--- config.mk ---
export PLATFORM = sky130hd
export DESIGN_NAME = irq_latch_ctrl
export DESIGN_NICKNAME = d
export VERILOG_FILES = /design/src/rtl/irq_latch_ctrl.sv
export SDC_FILE = /design/constraint.sdc
export NUM_CORES = 2
export LEC_CHECK = 0
export BUFFER_PORTS_ARGS = -buffer_cell sky130_fd_sc_hd__buf_2
export CORE_MARGIN = 5
export CORE_UTILIZATION = 54
export CTS_BUF_LIST = sky130_fd_sc_hd__clkbuf_8
export DETAILED_ROUTE_END_ITERATION = 10
export GPL_TIMING_DRIVEN = 0
export PLACE_DENSITY = 0.7
export SLEW_MARGIN = 10
export SYNTH_ARGS = -nofsm -noshare
export SYNTH_HDL_FRONTEND = slang
export SYNTH_SLANG_ARGS = --single-unit
--- constraint.sdc ---
create_clock -name clk -period 3.5 [get_ports clk]
set_clock_uncertainty 0.2 [all_clocks]
set_input_delay 0.35 -clock clk [delete_from_list [all_inputs] [get_ports clk]]
set_output_delay 0.35 -clock clk [all_outputs]
set_load 0.1 [all_outputs]
--- src/rtl/irq_latch_ctrl.sv ---
module irq_latch_ctrl #(
  parameter int NUM_IRQ = 32,
  parameter int CNT_W   = 64,
  parameter int DATA_W  = 32,
  parameter int ADDR_W  = 7
) (
  input  logic              clk,
  input  logic              rst_n,
  input  logic [NUM_IRQ-1:0] irq_in,
  input  logic              wr_en,
  input  logic              rd_en,
  input  logic [ADDR_W-1:0] addr,
  input  logic [DATA_W-1:0] wr_data,
  output logic [DATA_W-1:0] rd_data,
  output logic              cpu_irq
);
  localparam int IDX_W = $clog2(NUM_IRQ);
  localparam logic [ADDR_W-1:0] A_MASK = ADDR_W'(0);
  localparam logic [ADDR_W-1:0] A_ACK  = ADDR_W'(1);

  logic [NUM_IRQ-1:0] meta_q, sync_q, level_q, pend_q, mask_q;
  logic [CNT_W-1:0]   cnt_q [NUM_IRQ];
  logic [DATA_W-1:0]  rd_mux;

  wire                wr_mask = wr_en && addr == A_MASK;
  wire                wr_ack  = wr_en && addr == A_ACK;
  wire [NUM_IRQ-1:0]  ack_bits = wr_ack ? wr_data[NUM_IRQ-1:0] : '0;
  wire [NUM_IRQ-1:0]  rise = sync_q & ~level_q;

  assign cpu_irq = |(pend_q & mask_q);

  always_ff @(posedge clk or negedge rst_n) begin
    if (!rst_n) begin
      meta_q  <= '0;
      sync_q  <= '0;
      level_q <= '0;
      pend_q  <= '0;
      mask_q  <= '0;
    end else begin
      meta_q  <= irq_in;
      sync_q  <= meta_q;
      level_q <= sync_q;
      pend_q  <= (pend_q & ~ack_bits) | sync_q;
      if (wr_mask) mask_q <= wr_data[NUM_IRQ-1:0];
    end
  end

  for (genvar g = 0; g < NUM_IRQ; g++) begin : g_cnt
    always_ff @(posedge clk or negedge rst_n) begin
      if (!rst_n)       cnt_q[g] <= '0;
      else if (rise[g]) cnt_q[g] <= cnt_q[g] + CNT_W'(1);
    end
  end

  always_comb begin
    rd_mux = '0;
    if (addr[ADDR_W-1]) begin
      if (addr[0]) rd_mux = DATA_W'(cnt_q[addr[IDX_W:1]] >> DATA_W);
      else         rd_mux = cnt_q[addr[IDX_W:1]][DATA_W-1:0];
    end else begin
      case (addr[1:0])
        2'd0:    rd_mux = DATA_W'(mask_q);
        2'd1:    rd_mux = DATA_W'(pend_q);
        2'd2:    rd_mux = DATA_W'(level_q);
        default: rd_mux = '0;
      endcase
    end
  end

  always_ff @(posedge clk or negedge rst_n) begin
    if (!rst_n)     rd_data <= '0;
    else if (rd_en) rd_data <= rd_mux;
  end
endmodule

==> flow_summary_export.csv <==
group,metric,value,unit
run_status,run_status,"finished with violations",
run_status,violations,"setup timing",
timing,hold_viol_final,0,
placement,place_area,0.118,mm²
critical_path,path_cells,"buf_2 -> buf_2 -> nor2_1 -> clkbuf_2 -> clkbuf_2 -> buf_2 -> a22oi_2 -> a21oi_1 -> nand4_1 -> o221ai_1",
synthesis,synth_seq_cells,2240,
critical_path,critical_path_class,"input port to flip-flop",
routing,drt_iter0_drc,14900,
placement,place_inst,12800,
critical_path,required,4.29,ns
grt,grt_max_degree,157,
synthesis,synthMuxAreaShare,0.119,
clock_network,htree_levels,5,
timing,relSlewSlack,0.0403,
synthesis,synth_top_area_frac,0.493,
critical_path,rrSetupSlack,-0.17,ns
power_and_ir_drop,seq_power_share,0.477,
timing,setup_ws,-0.311,ns
floorplan,dieArea,0.220,mm²
grt,grt_pass1_wl,723,mm
grt,grtUsageTotal,0.482,
clock_network,clk_latency,1.15,ns
grt,grt_overflow,0,
synthesis,synth.most_common_cell,"dfrtp_1",
critical_path,path_buf_inv,5,
routing,ant_nets,0,
power_and_ir_drop,p_int,42600,µW
synthesis,yosysWarnings,0,
worst_hold_path,hold_path.class,"flip-flop to flip-flop",
power_and_ir_drop,peakVddDrop,0.456,mV
power_and_ir_drop,clkPwrFrac,0.411,
grt,grt_pass1_vias,88300,
synthesis,yosys.area.top_type,"dfrtp_1",
finish,final_core_util,0.619,
floorplan,ioPinCount,108,
routing,post_drt_via_cell_ratio,6.87,
synthesis,synth_fa_ha_area_frac,0.00352,
synthesis,synth_ff_type,"dfrtp_1",
synthesis,synth_top_family_by_area,"simple AND/OR/NAND/NOR gates",
finish,fin_cells,13800,
clock_network,cts_root_buffer,"clkbuf_8",
floorplan,die_width,469,µm
timing,drv_slew,0,
routing,vias,94500,
clock_network,clock-sinks,2240,
synthesis,netlist_top_cells_count,"dfrtp_1, xnor2_1, nand2_1",
timing,finalCritPeriodShare,1.09,
floorplan,fp-row-count,168,
synthesis,synthesis.nets,10000,
floorplan,start_util,0.543,
synthesis,yosysUniqueCellTypes,81,
floorplan,chipHeight,469,µm
placement,portBuffers,102,
clock_network,cts_buffers,400,
grt,antenna_found_initial,102,
routing,dr.pass1.iters,7,
finish,postLayoutCellArea,0.130,mm²
critical_path,critPathCaptureType,"flip-flop",
worst_hold_path,hold_path_startpoint,"meta_q[2]$_DFF_PN0_",
critical_path,cp-startpoint,"addr[3]",
synthesis,ys_async_sr_fraction,1.00,
critical_path,startpoint_type,"input port",
synthesis,yosys-top-cells-area,"dfrtp_1, xnor2_1, mux4_2, xor2_1, nand3_1",
timing,rsz0062_at_grt,"true",
finish,syn2layout_area_growth,14.1,%
synthesis,synth_edf_count,0,
placement,place_congestion,1.08,
timing,tightestPinTransition,1.44,ns
critical_path,crit_path_top_delay_cell,"clkbuf_2",
timing,worst_hold_slack,0.127,ns
placement,hpwlAfterDp,399,mm
synthesis,synth_area,0.114,mm²
power_and_ir_drop,leakagePower,0.0571,µW
finish,nNetsFinal,10700,
power_and_ir_drop,swShare,0.298,
clock_network,clkTransAtPathRegs,0.06,ns
synthesis,syn_inst,9905,
synthesis,ys_seq_area_frac,0.493,
finish,drive_above_1_share,0.154,
power_and_ir_drop,p_sw,18100,µW
power_and_ir_drop,combPwrFrac,0.112,
synthesis,yosys.area_share.simple,0.183,
clock_network,cts_tree,"built",
critical_path,rr_startpoint,"sync_q[8]$_DFF_PN0_",
synthesis,synth-xor-area-share,0.155,
power_and_ir_drop,p_per_area,468,mW/mm²
floorplan,core-area,0.209,mm²
routing,drc,0,
timing,fmax,0.262,GHz
routing,wl,533,mm
critical_path,cp_top_family,"buffers and inverters",
timing,finalSetupViolations,53,
run,drv_cap,0,
critical_path,worst_path_most_repeated_cell,"buf_2",
synthesis,synth_compound_area_frac,0.0256,
power_and_ir_drop,p_total,60700,µW
critical_path,crit_fanout,11,
synthesis,avgSynthCellArea,11.5,µm²
critical_path,arrival,4.60,ns
clock_network,cts_max_path_buffers,4,
routing,wire_per_inst,38.8,µm
critical_path,max_stage_delay,0.72,ns
timing,period_minus_slack,3.81,ns
-- flip-flops by register name, indices dropped and copies added (netlist names) --
signal	count
level_q	32
mask_q	32
rd_data	32
pend_q	32
cnt_q	2048
meta_q	32
sync_q	32
-- cell usage in the layout (no fill, tap or decap), types with 27 or more instances in the layout --
cell type      synthesis  final
mux2i_1              200    184
nand3_1              735    731
a211oi_1              44     34
a21oi_1               36     33
inv_1                185    311
a21o_1                33     33
diode_2                0     58
nor2b_1               63     56
clkinv_2               0     30
or3_1                 38     38
mux4_2               476    476
and2_1               103    103
xor2_1               627    627
nor2_1               543    531
o21ai_0               61     46
dlygate4sd3_1          0    132
clkbuf_2               0     32
clkbuf_8               0    518
a22oi_1              104     90
dfrtp_1             2240   2238
buf_6                  9     58
nand2_1              891    891
nand4_1              533    533
o22ai_1               39     37
buf_4                 42     65
and3_1               317    315
and4_1               196    195
buf_2                 95    142
nor4_2                18     34
buf_16                 0     27
mux2_2                71     71
nor3_1               268    249
nor4_1                86     59
xnor2_1             1387   1387
clkbuf_1             168    127
ha_1                  32     32
-- kinds of logic (layout without fill, tap and decap cells) --
| family | after synthesis | after routing |
|---|---|---|
| muxes | 748 | 748 |
| AOI/OAI and AO/OA | 411 | 411 |
| adders and majority gates | 32 | 32 |
| other | 0 | 58 |
| DFF | 2240 | 2240 |
| xor gates and xnor gates | 2015 | 2015 |
| buffers and inverters | 513 | 1500 |
| and+or+nand+nor | 3946 | 3946 |
-- through the flow --
step,setup TNS (ns),setup slack (ns)
after floorplan,0,0.724
after global placement,-,-48.66
after detailed placement,-303.91,-2.94
after CTS,-0.165,-0.105
after global routing,-0.270,-0.0728
final,-6.04,-0.311
-- layout make-up --
type / count / area [µm²]
Sequential cell: 2240 / 56100
Clock inverter: 169 / 796
Clock buffer: 518 / 7130
Fill cell: 16700 / 79700
Inverter: 186 / 702
Tap cell: 2805 / 3510
Multi-Input combinational cell: 7152 / 56200
Antenna cell: 58 / 145
Timing Repair Buffer: 302 / 2990
Buffer: 325 / 2150
-- power groups by stage --
stage / clock network [µW] / registers [µW] / logic (µW)
CTS: 24900 / 28800 / 6400
detailed placement: 0 / 29300 / 6130
finish: 25000 / 29000 / 6770
floorplan: 0 / 28900 / 2880
global placement: 0 / 29300 / 5870
global route: 26100 / 29000 / 6920
-- metal layers --
| layer | track usage | wire length (µm) | vias to the layer above |
|---|---|---|---|
| met2 | 0.641 | 212000 | 7321 |
| met5 | 0 | 246 | - |
| met3 | 0.187 | 76700 | 1542 |
| met4 | 0.316 | 43100 | 34 |
| li1 | - | - | 37100 |
| met1 | 0.655 | 201000 | 48500 |
-- path summary, 6_finish.rpt --
kind / end / cells past startpoint
setup / recovery: rd_data[5]$_DFFE_PN0P_ / 10
min in group asynchronous: cnt_q[1672]$_DFFE_PN0P_ / 8
hold reg to reg: sync_q[2]$_DFF_PN0_ / 0
hold / removal: sync_q[2]$_DFF_PN0_ / 0
max in group asynchronous: cnt_q[366]$_DFFE_PN0P_ / 13
setup reg to reg: cnt_q[1511]$_DFFE_PN0P_ / 7
-- worst register-to-register path: cells and delay by family (launching register included) --
family        cells  cell delay, ns
flops             1            0.85
xor+xnor          1            0.16
buf+inv           1            0.62
simple gates      5            1.71
-- what timing repair did --
item / CTS / global route
hold endpoints to repair: 693 / 0
buffers inserted: 9 / 11
cloned: 0 / 2
setup endpoints to repair: 233 / 269
hold buffers: 141 / 0
resized for setup: 249 / 112
pin swaps: 5 / 10
Power figures use the tool's default switching activity.
